File: config.mk
export PLATFORM = sky130hd
export DESIGN_NAME = tsc_nested_switch
export DESIGN_NICKNAME = d
export VERILOG_FILES = /design/src/rtl/tsc_pkg.sv /design/src/rtl/tsc_ctx_store.sv /design/src/rtl/tsc_chain.sv /design/src/rtl/tsc_nested_switch.sv
export SDC_FILE = /design/constraint.sdc
export NUM_CORES = 1
export LEC_CHECK = 0
export BUFFER_PORTS_ARGS = -buffer_cell sky130_fd_sc_hd__buf_2
export CAP_MARGIN = 20
export CORE_MARGIN = 10
export CORE_UTILIZATION = 45
export CTS_BUF_LIST = sky130_fd_sc_hd__clkbuf_16
export CTS_CLUSTER_SIZE = 16
export DETAILED_ROUTE_END_ITERATION = 7
export PLACE_DENSITY = 0.68
export SYNTH_ARGS = -nofsm -noshare
export SYNTH_HDL_FRONTEND = slang
export SYNTH_HIERARCHICAL = 1
export SYNTH_SLANG_ARGS = --single-unit
File: constraint.sdc
create_clock -name clk -period 2.9 [get_ports clk]
set_input_delay 0.29 -clock clk [delete_from_list [all_inputs] [get_ports clk]]
set_output_delay 0.29 -clock clk [all_outputs]
set_load 0.05 [all_outputs]
File: src/rtl/tsc_pkg.sv
package tsc_pkg;

    localparam int LINK_W = 16;

    typedef enum logic [1:0] {
        KIND_CALL = 2'd0,
        KIND_JMP  = 2'd1,
        KIND_IRET = 2'd2,
        KIND_INTR = 2'd3
    } sw_kind_e;

    typedef enum logic [1:0] {
        ST_IDLE = 2'd0,
        ST_SAVE = 2'd1,
        ST_LOAD = 2'd2
    } seq_state_e;

endpackage

File: src/rtl/tsc_ctx_store.sv
module tsc_ctx_store #(
    parameter int NUM_TASKS = 4,
    parameter int CTX_WORDS = 4,
    parameter int WORD_W    = 32,
    localparam int TIDX_W   = (NUM_TASKS > 1) ? $clog2(NUM_TASKS) : 1,
    localparam int WIDX_W   = (CTX_WORDS > 1) ? $clog2(CTX_WORDS) : 1
) (
    input  logic              clk,
    input  logic              rst_n,
    input  logic              wr_en_i,
    input  logic [TIDX_W-1:0] wr_task_i,
    input  logic [WIDX_W-1:0] wr_word_i,
    input  logic [WORD_W-1:0] wr_data_i,
    input  logic [TIDX_W-1:0] rda_task_i,
    input  logic [WIDX_W-1:0] rda_word_i,
    output logic [WORD_W-1:0] rda_data_o,
    input  logic [TIDX_W-1:0] rdb_task_i,
    input  logic [WIDX_W-1:0] rdb_word_i,
    output logic [WORD_W-1:0] rdb_data_o
);

    logic [WORD_W-1:0] mem_q [NUM_TASKS][CTX_WORDS];
    logic [WORD_W-1:0] mem_d [NUM_TASKS][CTX_WORDS];

    always_comb begin
        mem_d = mem_q;
        if (wr_en_i) begin
            mem_d[wr_task_i][wr_word_i] = wr_data_i;
        end
    end

    for (genvar t = 0; t < NUM_TASKS; t++) begin : g_task
        for (genvar w = 0; w < CTX_WORDS; w++) begin : g_word
            always_ff @(posedge clk or negedge rst_n) begin
                if (!rst_n) begin
                    mem_q[t][w] <= '0;
                end else begin
                    mem_q[t][w] <= mem_d[t][w];
                end
            end
        end
    end

    assign rda_data_o = mem_q[rda_task_i][rda_word_i];
    assign rdb_data_o = mem_q[rdb_task_i][rdb_word_i];


    wr_range_chk: assert property (@(posedge clk) disable iff (!rst_n)
        wr_en_i |-> ({1'b0, wr_task_i} < (TIDX_W+1)'(NUM_TASKS)) &&
                    ({1'b0, wr_word_i} < (WIDX_W+1)'(CTX_WORDS)));

endmodule

File: src/rtl/tsc_chain.sv
module tsc_chain
    import tsc_pkg::*;
#(
    parameter int NUM_TASKS = 4,
    localparam int TIDX_W   = (NUM_TASKS > 1) ? $clog2(NUM_TASKS) : 1
) (
    input  logic                 clk,
    input  logic                 rst_n,
    input  logic                 upd_i,
    input  sw_kind_e             kind_i,
    input  logic [TIDX_W-1:0]    cur_i,
    input  logic [TIDX_W-1:0]    tgt_i,
    output logic [NUM_TASKS-1:0] busy_o,
    output logic [NUM_TASKS-1:0] nested_o
);

    typedef struct packed {
        logic [NUM_TASKS-1:0] busy;
        logic [NUM_TASKS-1:0] nested;
    } flags_t;

    flags_t d, q;

    always_comb begin
        d = q;
        if (upd_i) begin
            unique case (kind_i)
                KIND_CALL, KIND_INTR: begin
                    d.busy[tgt_i]   = 1'b1;
                    d.nested[tgt_i] = 1'b1;
                end
                KIND_JMP: begin
                    d.busy[cur_i]   = 1'b0;
                    d.nested[cur_i] = 1'b0;
                    d.busy[tgt_i]   = 1'b1;
                    d.nested[tgt_i] = 1'b0;
                end
                KIND_IRET: begin
                    d.busy[cur_i]   = 1'b0;
                    d.nested[cur_i] = 1'b0;
                end
                default: ;
            endcase
        end
    end

    always_ff @(posedge clk or negedge rst_n) begin
        if (!rst_n) begin
            q.busy   <= NUM_TASKS'(1);
            q.nested <= '0;
        end else begin
            q <= d;
        end
    end

    assign busy_o   = q.busy;
    assign nested_o = q.nested;


    nested_in_chain_chk: assert property (@(posedge clk) disable iff (!rst_n)
        (q.nested & ~q.busy) == '0);


    some_busy_chk: assert property (@(posedge clk) disable iff (!rst_n)
        $countones(q.busy) >= 1);

endmodule

File: src/rtl/tsc_nested_switch.sv
module tsc_nested_switch
    import tsc_pkg::*;
#(
    parameter int NUM_TASKS = 4,
    parameter int CTX_WORDS = 4,
    parameter int WORD_W    = 32,
    localparam int TIDX_W   = (NUM_TASKS > 1) ? $clog2(NUM_TASKS) : 1,
    localparam int WIDX_W   = (CTX_WORDS > 1) ? $clog2(CTX_WORDS) : 1,
    localparam int GP_WORDS = CTX_WORDS - 1,
    localparam int CTX_W    = GP_WORDS * WORD_W
) (
    input  logic              clk,
    input  logic              rst_n,
    input  logic              req_valid_i,
    output logic              req_ready_o,
    input  logic [1:0]        req_kind_i,
    input  logic [TIDX_W-1:0] req_target_i,
    input  logic [CTX_W-1:0]  ctx_live_i,
    output logic [CTX_W-1:0]  ctx_o,
    output logic [TIDX_W-1:0] cur_task_o,
    output logic [LINK_W-1:0] cur_link_o,
    output logic              fault_o
);

    typedef struct packed {
        seq_state_e                      state;
        logic [WIDX_W-1:0]               cnt;
        logic [TIDX_W-1:0]               cur;
        logic [TIDX_W-1:0]               tgt;
        logic                            fault;
        logic [GP_WORDS-1:0][WORD_W-1:0] ctx;
    } ctl_t;

    localparam logic [WIDX_W-1:0] LAST_CNT = WIDX_W'(GP_WORDS - 1);

    ctl_t d, q;

    sw_kind_e             req_kind;
    logic [NUM_TASKS-1:0] busy, nested;
    logic                 upd;
    logic [TIDX_W-1:0]    nxt;
    logic                 wr_en;
    logic [TIDX_W-1:0]    wr_task;
    logic [WIDX_W-1:0]    wr_word;
    logic [WORD_W-1:0]    wr_data;
    logic [WORD_W-1:0]    link_word;
    logic [WORD_W-1:0]    load_word;
    logic [WIDX_W-1:0]    rec_word;
    logic                 tgt_in_range;
    logic                 legal;
    logic                 link_word_unused;

    assign req_kind     = sw_kind_e'(req_kind_i);
    assign rec_word     = q.cnt + WIDX_W'(1);
    assign tgt_in_range = {1'b0, req_target_i} < (TIDX_W+1)'(NUM_TASKS);

    always_comb begin
        d       = q;
        d.fault = 1'b0;
        upd     = 1'b0;
        legal   = 1'b0;
        nxt     = req_target_i;
        wr_en   = 1'b0;
        wr_task = q.cur;
        wr_word = '0;
        wr_data = '0;

        unique case (q.state)
            ST_IDLE: begin
                if (req_valid_i) begin
                    if (req_kind == KIND_IRET) begin
                        legal = nested[q.cur];
                        nxt   = link_word[TIDX_W-1:0];
                    end else begin
                        legal = tgt_in_range && !busy[req_target_i];
                    end
                    if (legal) begin
                        upd     = 1'b1;
                        d.tgt   = nxt;
                        d.cnt   = '0;
                        d.state = ST_SAVE;
                        if (req_kind == KIND_CALL || req_kind == KIND_INTR) begin
                            wr_en   = 1'b1;
                            wr_task = req_target_i;
                            wr_word = '0;
                            wr_data = WORD_W'(q.cur);
                        end
                    end else begin
                        d.fault = 1'b1;
                    end
                end
            end
            ST_SAVE: begin
                wr_en   = 1'b1;
                wr_task = q.cur;
                wr_word = rec_word;
                wr_data = ctx_live_i[q.cnt*WORD_W +: WORD_W];
                if (q.cnt == LAST_CNT) begin
                    d.cnt   = '0;
                    d.state = ST_LOAD;
                end else begin
                    d.cnt = q.cnt + WIDX_W'(1);
                end
            end
            ST_LOAD: begin
                d.ctx[q.cnt] = load_word;
                if (q.cnt == LAST_CNT) begin
                    d.cnt   = '0;
                    d.cur   = q.tgt;
                    d.state = ST_IDLE;
                end else begin
                    d.cnt = q.cnt + WIDX_W'(1);
                end
            end
            default: d.state = ST_IDLE;
        endcase
    end

    always_ff @(posedge clk or negedge rst_n) begin
        if (!rst_n) begin
            q.state <= ST_IDLE;
            q.cnt   <= '0;
            q.cur   <= '0;
            q.tgt   <= '0;
            q.fault <= 1'b0;
            q.ctx   <= '0;
        end else begin
            q <= d;
        end
    end

    tsc_chain #(
        .NUM_TASKS (NUM_TASKS)
    ) chain_i (
        .clk      (clk),
        .rst_n    (rst_n),
        .upd_i    (upd),
        .kind_i   (req_kind),
        .cur_i    (q.cur),
        .tgt_i    (nxt),
        .busy_o   (busy),
        .nested_o (nested)
    );

    tsc_ctx_store #(
        .NUM_TASKS (NUM_TASKS),
        .CTX_WORDS (CTX_WORDS),
        .WORD_W    (WORD_W)
    ) store_i (
        .clk        (clk),
        .rst_n      (rst_n),
        .wr_en_i    (wr_en),
        .wr_task_i  (wr_task),
        .wr_word_i  (wr_word),
        .wr_data_i  (wr_data),
        .rda_task_i (q.cur),
        .rda_word_i ('0),
        .rda_data_o (link_word),
        .rdb_task_i (q.tgt),
        .rdb_word_i (rec_word),
        .rdb_data_o (load_word)
    );

    assign link_word_unused = ^link_word[WORD_W-1:LINK_W];

    assign req_ready_o = (q.state == ST_IDLE);
    assign ctx_o       = q.ctx;
    assign cur_task_o  = q.cur;
    assign cur_link_o  = link_word[LINK_W-1:0];
    assign fault_o     = q.fault;


    cur_moves_at_end_chk: assert property (@(posedge clk) disable iff (!rst_n)
        !$stable(cur_task_o) |-> req_ready_o && ($past(q.state) == ST_LOAD));


    transfer_min_len_chk: assert property (@(posedge clk) disable iff (!rst_n)
        $fell(req_ready_o) |=> !req_ready_o);


    fault_no_switch_chk: assert property (@(posedge clk) disable iff (!rst_n)
        fault_o |-> req_ready_o && $stable(cur_task_o));


    current_busy_chk: assert property (@(posedge clk) disable iff (!rst_n)
        req_ready_o |-> busy[cur_task_o]);

endmodule

==> results of run 1 <==
## worst max-delay path, delay by kind of cell (launching register included)
family	cells	cell delay [ps]
compound gates	1	70
buf+inv	3	590
flops	1	530
mux	3	950
simple gates	3	660
## final cells by class
cell class              instances  area [sq um]  share of cell area, %
repair buffers                381          3206                  8.751
diodes                          1         2.502               0.006831
inverters                      10         40.04                 0.1093
clock inverters                53         520.5                  1.421
flip-flops and latches        625         15660                  42.74
clock buffers                  72          1802                  4.918
multi-input cells            1225         14240                  38.88
well taps                     931          1165                  3.180
## flip-flops by register name, summed over array words and instances (netlist names)
| signal | cells |
|---|---|
| store_i/mem_q | 512 |
| chain_i/busy_o | 4 |
| chain_i/nested_o | 4 |
| q | 6 |
| fault_o | 1 |
| cur_task_o | 2 |
| ctx_o | 96 |
## placed cells by master, fill, tap and decap left out, drive strengths merged, types with 3 or more instances in the layout
cell type  instances
a21oi              6
a22oi             96
a32o               3
and2              34
and3b              3
buf              367
bufinv             9
clkbuf            82
clkinv            30
clkinvlp           4
conb               8
dfrtp            624
ha                12
inv               20
mux2             619
mux2i             34
mux4             192
nand2             93
nand2b            10
nand3              7
nor2              14
nor2b              9
nor3               9
o21ai             42
o22ai              3
o2bb2ai            4
or3                4
## what timing repair did
item | 4_1_cts | 5_1_grt
setup endpoints to repair | 347 | 291
endpoints found under the hold margin | 40 | 0
cloned | 3 | 10
gates resized for setup | 21 | 44
setup buffers | 1 | 18
pin swaps | 1 | 9
hold buffers | 2 | 0
## worst min-delay path by stage
stage	endpoint	slack (ps)	cells after the start
6_report	q[98]$_DFFE_PN0P_	110	4
5_1_grt	q[98]$_DFFE_PN0P_	150	4
4_1_cts	q[98]$_DFFE_PN0P_	90	4
3_5_place_dp	chain_i/busy_o[3]$_DFFE_PN0P_	260	1
3_3_place_gp	chain_i/busy_o[3]$_DFFE_PN0P_	270	1
2_1_floorplan	chain_i/busy_o[1]$_DFFE_PN0P_	-6	0
## layer usage
metal	GRT usage [%]	up-vias	part of all wire [%]	wire length, um
met4	6.437	0	3.2	2750
met1	27.33	10350	42	36380
li1	-	8203	-	-
met3	3.266	162	5.7	4862
met2	34.17	668	49	41770
met5	0	-	0	0
## stage by stage
step	cells	total power [mW]
floorplan	2148	21.40
global placement	3136	24.89
detailed placement	3138	25.45
CTS	3269	34.83
global route	3297	36.54
finish	3298	34.97
## where the power goes
group	switching [mW]	total [mW]	internal [mW]
sequential	1.27	12.0	10.7
clock	3.62	8.95	5.33
combinational	7.93	14.0	6.11
==> flow_metrics.py, run 1 <==
metrics = {
    "setup_path": {
        "rrSetupSlack_ps": -40,
        "required_ps": 3380,
        "max_stage_delay_ps": 530,
        "reg2regPathDepth": 10,
        "slowest_stage": "dfrtp_4",
        "timing.rr.start": "cur_task_o[0]$_DFFE_PN0P_",
        "critical_path_class": "flip-flop to flip-flop",
        "crit_chain": "mux2_4, o22ai_4, nor3_4, mux2_4, buf_6, nand3b_1, buf_4, nor3_4, buf_12, mux2_2",
        "start_kind": "flip-flop",
        "critPathCaptureType": "flip-flop",
        "rr_endpoint": "store_i/mem_q[428]$_DFFE_PN0P_",
        "critPathMaxFanout": 24,
        "arrival_ps": 3420,
        "cp-endpoint": "store_i/mem_q[428]$_DFFE_PN0P_",
        "critPathLaunch": "cur_task_o[0]$_DFFE_PN0P_",
    },
    "global_route": {
        "grt_max_degree": 102,
        "grt_pass1_wl_mm": 128.7,
        "grt_pass1_vias": 20810,
        "grt_overflow": 0,
        "grt_usage_pct": 20.54,
        "antenna_found_initial": 0,
    },
    "placed_design": {
        "gp_congestion": 0.7977,
        "port_buffers": 218,
        "pre_cts_slack_ps": -360.1,
        "place.detailed.hpwl_mm": 53.86,
        "postPlaceCellArea_sq_mm": 0.03350,
    },
    "sta": {
        "setup_viol": 22,
        "slew_violations": 0,
        "fmax_mhz": 340.2,
        "final.setup.tns_ps": -430.6,
        "relSlewSlack_pct": 41.81,
        "clock_skew_ps": 26.60,
        "worst_pin_slew_ps": 872.8,
        "grt_setup_unrepaired": "true",
        "setup_ws_ps": -39.36,
        "hold_violations": 0,
        "period_minus_slack_ps": 2939,
        "fin_crit_sh_pct": 101.4,
        "hold_ws_ps": 111.4,
    },
    "run_status": {
        "violations": "setup timing",
        "outcome": "complete, but fails checks",
    },
    "drt": {
        "drtAntennaViolNets": 0,
        "vias": 19390,
        "wl_mm": 85.76,
        "drcViolationCount": 0,
        "drt-initial-drc-count": 1500,
        "drt-wirelength-per-cell_um": 26.00,
        "firstDrtPassIters": 5,
        "avgViaCountPerCell": 5.878,
    },
    "pwr": {
        "power.leakage_nw": 17.47,
        "peakVddDrop_uv": 569.0,
        "power_density_mw_per_mm2": 954.5,
    },
    "cts": {
        "clk_pin_slew_worst_paths_ps": 60,
        "cts_buffers": 69,
        "clockBufferDepth": 3,
        "htreeDepth": 3,
        "root_buffer": "clkbuf_16",
        "clock-sinks": 625,
        "cts_tree": "yes",
        "insertion_delay_ps": 610,
    },
    "die": {
        "coreArea_sq_mm": 0.06859,
        "die_area_sq_mm": 0.08017,
        "io_pins": 219,
        "die_h_um": 283.1,
        "die_w_um": 283.1,
        "initial_core_util_pct": 45.43,
        "num_rows": 96,
    },
    "run": {
        "drv_cap": 0,
    },
    "layout": {
        "areaGrowthSynthToFinish_pct": 17.57,
        "stdcell_area_sq_mm": 0.03663,
        "layout-drive-gt1-share_pct": 56.34,
        "fillCellCount": 5481,
        "final_core_util_pct": 53.41,
        "nets": 2427,
    },
    "min_path": {
        "worstHoldStart": "req_target_i[1]",
        "worstHoldPathType": "input pin to flip-flop",
    },
    "synth": {
        "syn-cell-area_sq_mm": 0.03116,
        "synth_area_per_cell_sq_um": 14.55,
        "yosysWarnings": 6,
        "postSynthCellCount": 2141,
    },
}
Power figures use the tool's default switching activity.
==> run 2: changes to the inputs <==
CORE_UTILIZATION = 35   (was 45)
PLACE_DENSITY = 0.56   (was 0.68)
==> run 2 against run 1 <==
The run now ends clean. Power is 1.3% higher. Clock power increased by 2.5%. First-iteration DRC count fell by 34%. Cell area increased by 1.7%. Critical path depth is 1 higher. Register-to-register slack improved by 40 ps. Sequential share of layout area decreased by 0.73 points. Largest cell class unchanged. Largest power group unchanged.
==> flow_metrics.py, run 2 (synthesized netlist as in run 1, its figures left out) <==
metrics = {
    "cts": {
        "cts_tree": "yes",
        "htreeDepth": 3,
        "cts_buffers": 74,
        "root_buffer": "clkbuf_16",
        "clockBufferDepth": 3,
        "clock-sinks": 625,
        "clk_pin_slew_worst_paths_ps": 60,
        "insertion_delay_ps": 630,
    },
    "drt": {
        "wl_mm": 90.71,
        "vias": 19210,
        "avgViaCountPerCell": 5.428,
        "drcViolationCount": 0,
        "firstDrtPassIters": 5,
        "drt-initial-drc-count": 990,
        "drt-wirelength-per-cell_um": 25.63,
        "drtAntennaViolNets": 0,
    },
    "setup_path": {
        "start_kind": "flip-flop",
        "timing.rr.start": "cur_task_o[0]$_DFFE_PN0P_",
        "required_ps": 3390,
        "rrSetupSlack_ps": 2,
        "reg2regPathDepth": 11,
        "cp-endpoint": "store_i/mem_q[400]$_DFFE_PN0P_",
        "rr_endpoint": "store_i/mem_q[400]$_DFFE_PN0P_",
        "critPathCaptureType": "flip-flop",
        "critPathMaxFanout": 6,
        "critPathLaunch": "cur_task_o[0]$_DFFE_PN0P_",
        "critical_path_class": "flip-flop to flip-flop",
        "arrival_ps": 3390,
    },
    "placed_design": {
        "place.detailed.hpwl_mm": 57.84,
        "postPlaceCellArea_sq_mm": 0.03411,
        "dp.cells": 3381,
        "pre_cts_slack_ps": -235.1,
        "port_buffers": 218,
        "gp_congestion": 0.7672,
    },
    "die": {
        "die_w_um": 318.4,
        "die_area_sq_mm": 0.1014,
        "io_pins": 219,
        "die_h_um": 318.4,
        "coreArea_sq_mm": 0.08837,
        "initial_core_util_pct": 35.26,
        "num_rows": 109,
    },
    "layout": {
        "largest_register_ffs": 512,
        "regMostFlops": "store_i/mem_q",
        "mostFrequentLayoutCell": "dfrtp_1",
        "num_antenna_cells": 0,
        "final_core_util_pct": 42.17,
        "layout-drive-gt1-share_pct": 56.66,
        "areaGrowthSynthToFinish_pct": 19.60,
        "layout_common_cells": "618 x dfrtp_1, 577 x mux2_2, 205 x buf_2, 192 x mux4_2, 86 x a22oi_1",
        "stdcell_area_sq_mm": 0.03727,
        "final_cells": 3539,
        "fillCellCount": 8004,
        "nets": 2431,
    },
    "sta": {
        "final.setup.tns_ps": 0,
        "hold_ws_ps": 231.5,
        "clock_skew_ps": 30.09,
        "period_minus_slack_ps": 2898,
        "slew_violations": 0,
        "fin_crit_sh_pct": 99.94,
        "relSlewSlack_pct": 24.50,
        "fmax_mhz": 345.0,
        "hold_violations": 0,
        "worst_pin_slew_ps": 1127,
        "setup_viol": 0,
        "grt_setup_unrepaired": "true",
        "setup_ws_ps": 1.729,
    },
    "global_route": {
        "grt_pass1_wl_mm": 136.2,
        "grt_pass1_vias": 21370,
        "antenna_found_initial": 2,
        "grt_max_degree": 119,
        "grt_usage_pct": 17.37,
        "grt_overflow": 0,
    },
    "pwr": {
        "power_density_mw_per_mm2": 950.0,
        "power.leakage_nw": 17.57,
        "peakVddDrop_uv": 584.5,
        "total_power_mw": 35.40,
    },
    "run_status": {
        "outcome": "complete, no violations",
    },
    "run": {
        "drv_cap": 0,
    },
    "min_path": {
        "worstHoldPathType": "input pin to asynchronous set/reset pin",
    },
}
## run 2: cell count changes in the layout (fill, tap and decap cells not counted), sizes merged, moves of 2 or more
cell / change
buf: +5
clkbuf: -5
clkinv: +5
clkinvlp: -2
bufinv: -2
inv: +5
## run 2: routing by layer
metal | global-route usage, % | up-vias | part of all wire, % | routed length, um
li1 | - | 8225 | - | -
met1 | 22.36 | 10360 | 43 | 39100
met2 | 29.36 | 497 | 49 | 44840
met3 | 3.314 | 129 | 5.0 | 4513
met4 | 5.142 | 0 | 2.5 | 2259
met5 | 0 | - | 0 | 0
## run 2: worst min-delay path by stage
| stage | startpoint | to | slack (ps) | depth (start not counted) |
|---|---|---|---|---|
| after global routing | rst_n | chain_i/nested_o[1]$_DFFE_PN0P_ | 240 | 2 |
| final | rst_n | chain_i/busy_o[2]$_DFFE_PN0P_ | 230 | 2 |
| after CTS | req_target_i[0] | q[97]$_DFFE_PN0P_ | 210 | 4 |
| after floorplan | rst_n | chain_i/busy_o[1]$_DFFE_PN0P_ | -6 | 0 |
| after detailed placement | rst_n | chain_i/busy_o[3]$_DFFE_PN0P_ | 300 | 1 |
| after global placement | rst_n | chain_i/busy_o[2]$_DFFE_PN0P_ | 290 | 1 |
## run 2: worst max-delay path, stage by stage (launching register included)
cell and delay (ps):
dfrtp_4 520, mux2_4 330, o22ai_4 190, nor3_4 80
mux2_4 310, buf_4 150, nand3b_1 200, buf_4 180
nor2_4 130, buf_6 170, clkbuf_16 180, mux2_2 330
## run 2: final cells by class
type / instances / area (sq um) / share of cell area, %
multi-input cells: 1226 / 14310 / 38.41
inverters: 10 / 40.04 / 0.1074
repair buffers: 379 / 3392 / 9.102
clock buffers: 75 / 1877 / 5.036
clock inverters: 59 / 530.5 / 1.424
flip-flops and latches: 625 / 15660 / 42.01
well taps: 1165 / 1458 / 3.911
## run 2: repair_timing
action	CTS	global route
pin swaps	3	6
buffers inserted	12	2
setup endpoints to repair	254	314
hold buffers	2	0
resized for setup	53	55
cloned	7	4
endpoints found under the hold margin	50	0
## run 2: report_power, final
group          internal, mW  total, mW  switching, mW
combinational          6.21       14.2           7.99
sequential             10.7       12.0           1.32
clock                  5.36       9.17           3.81
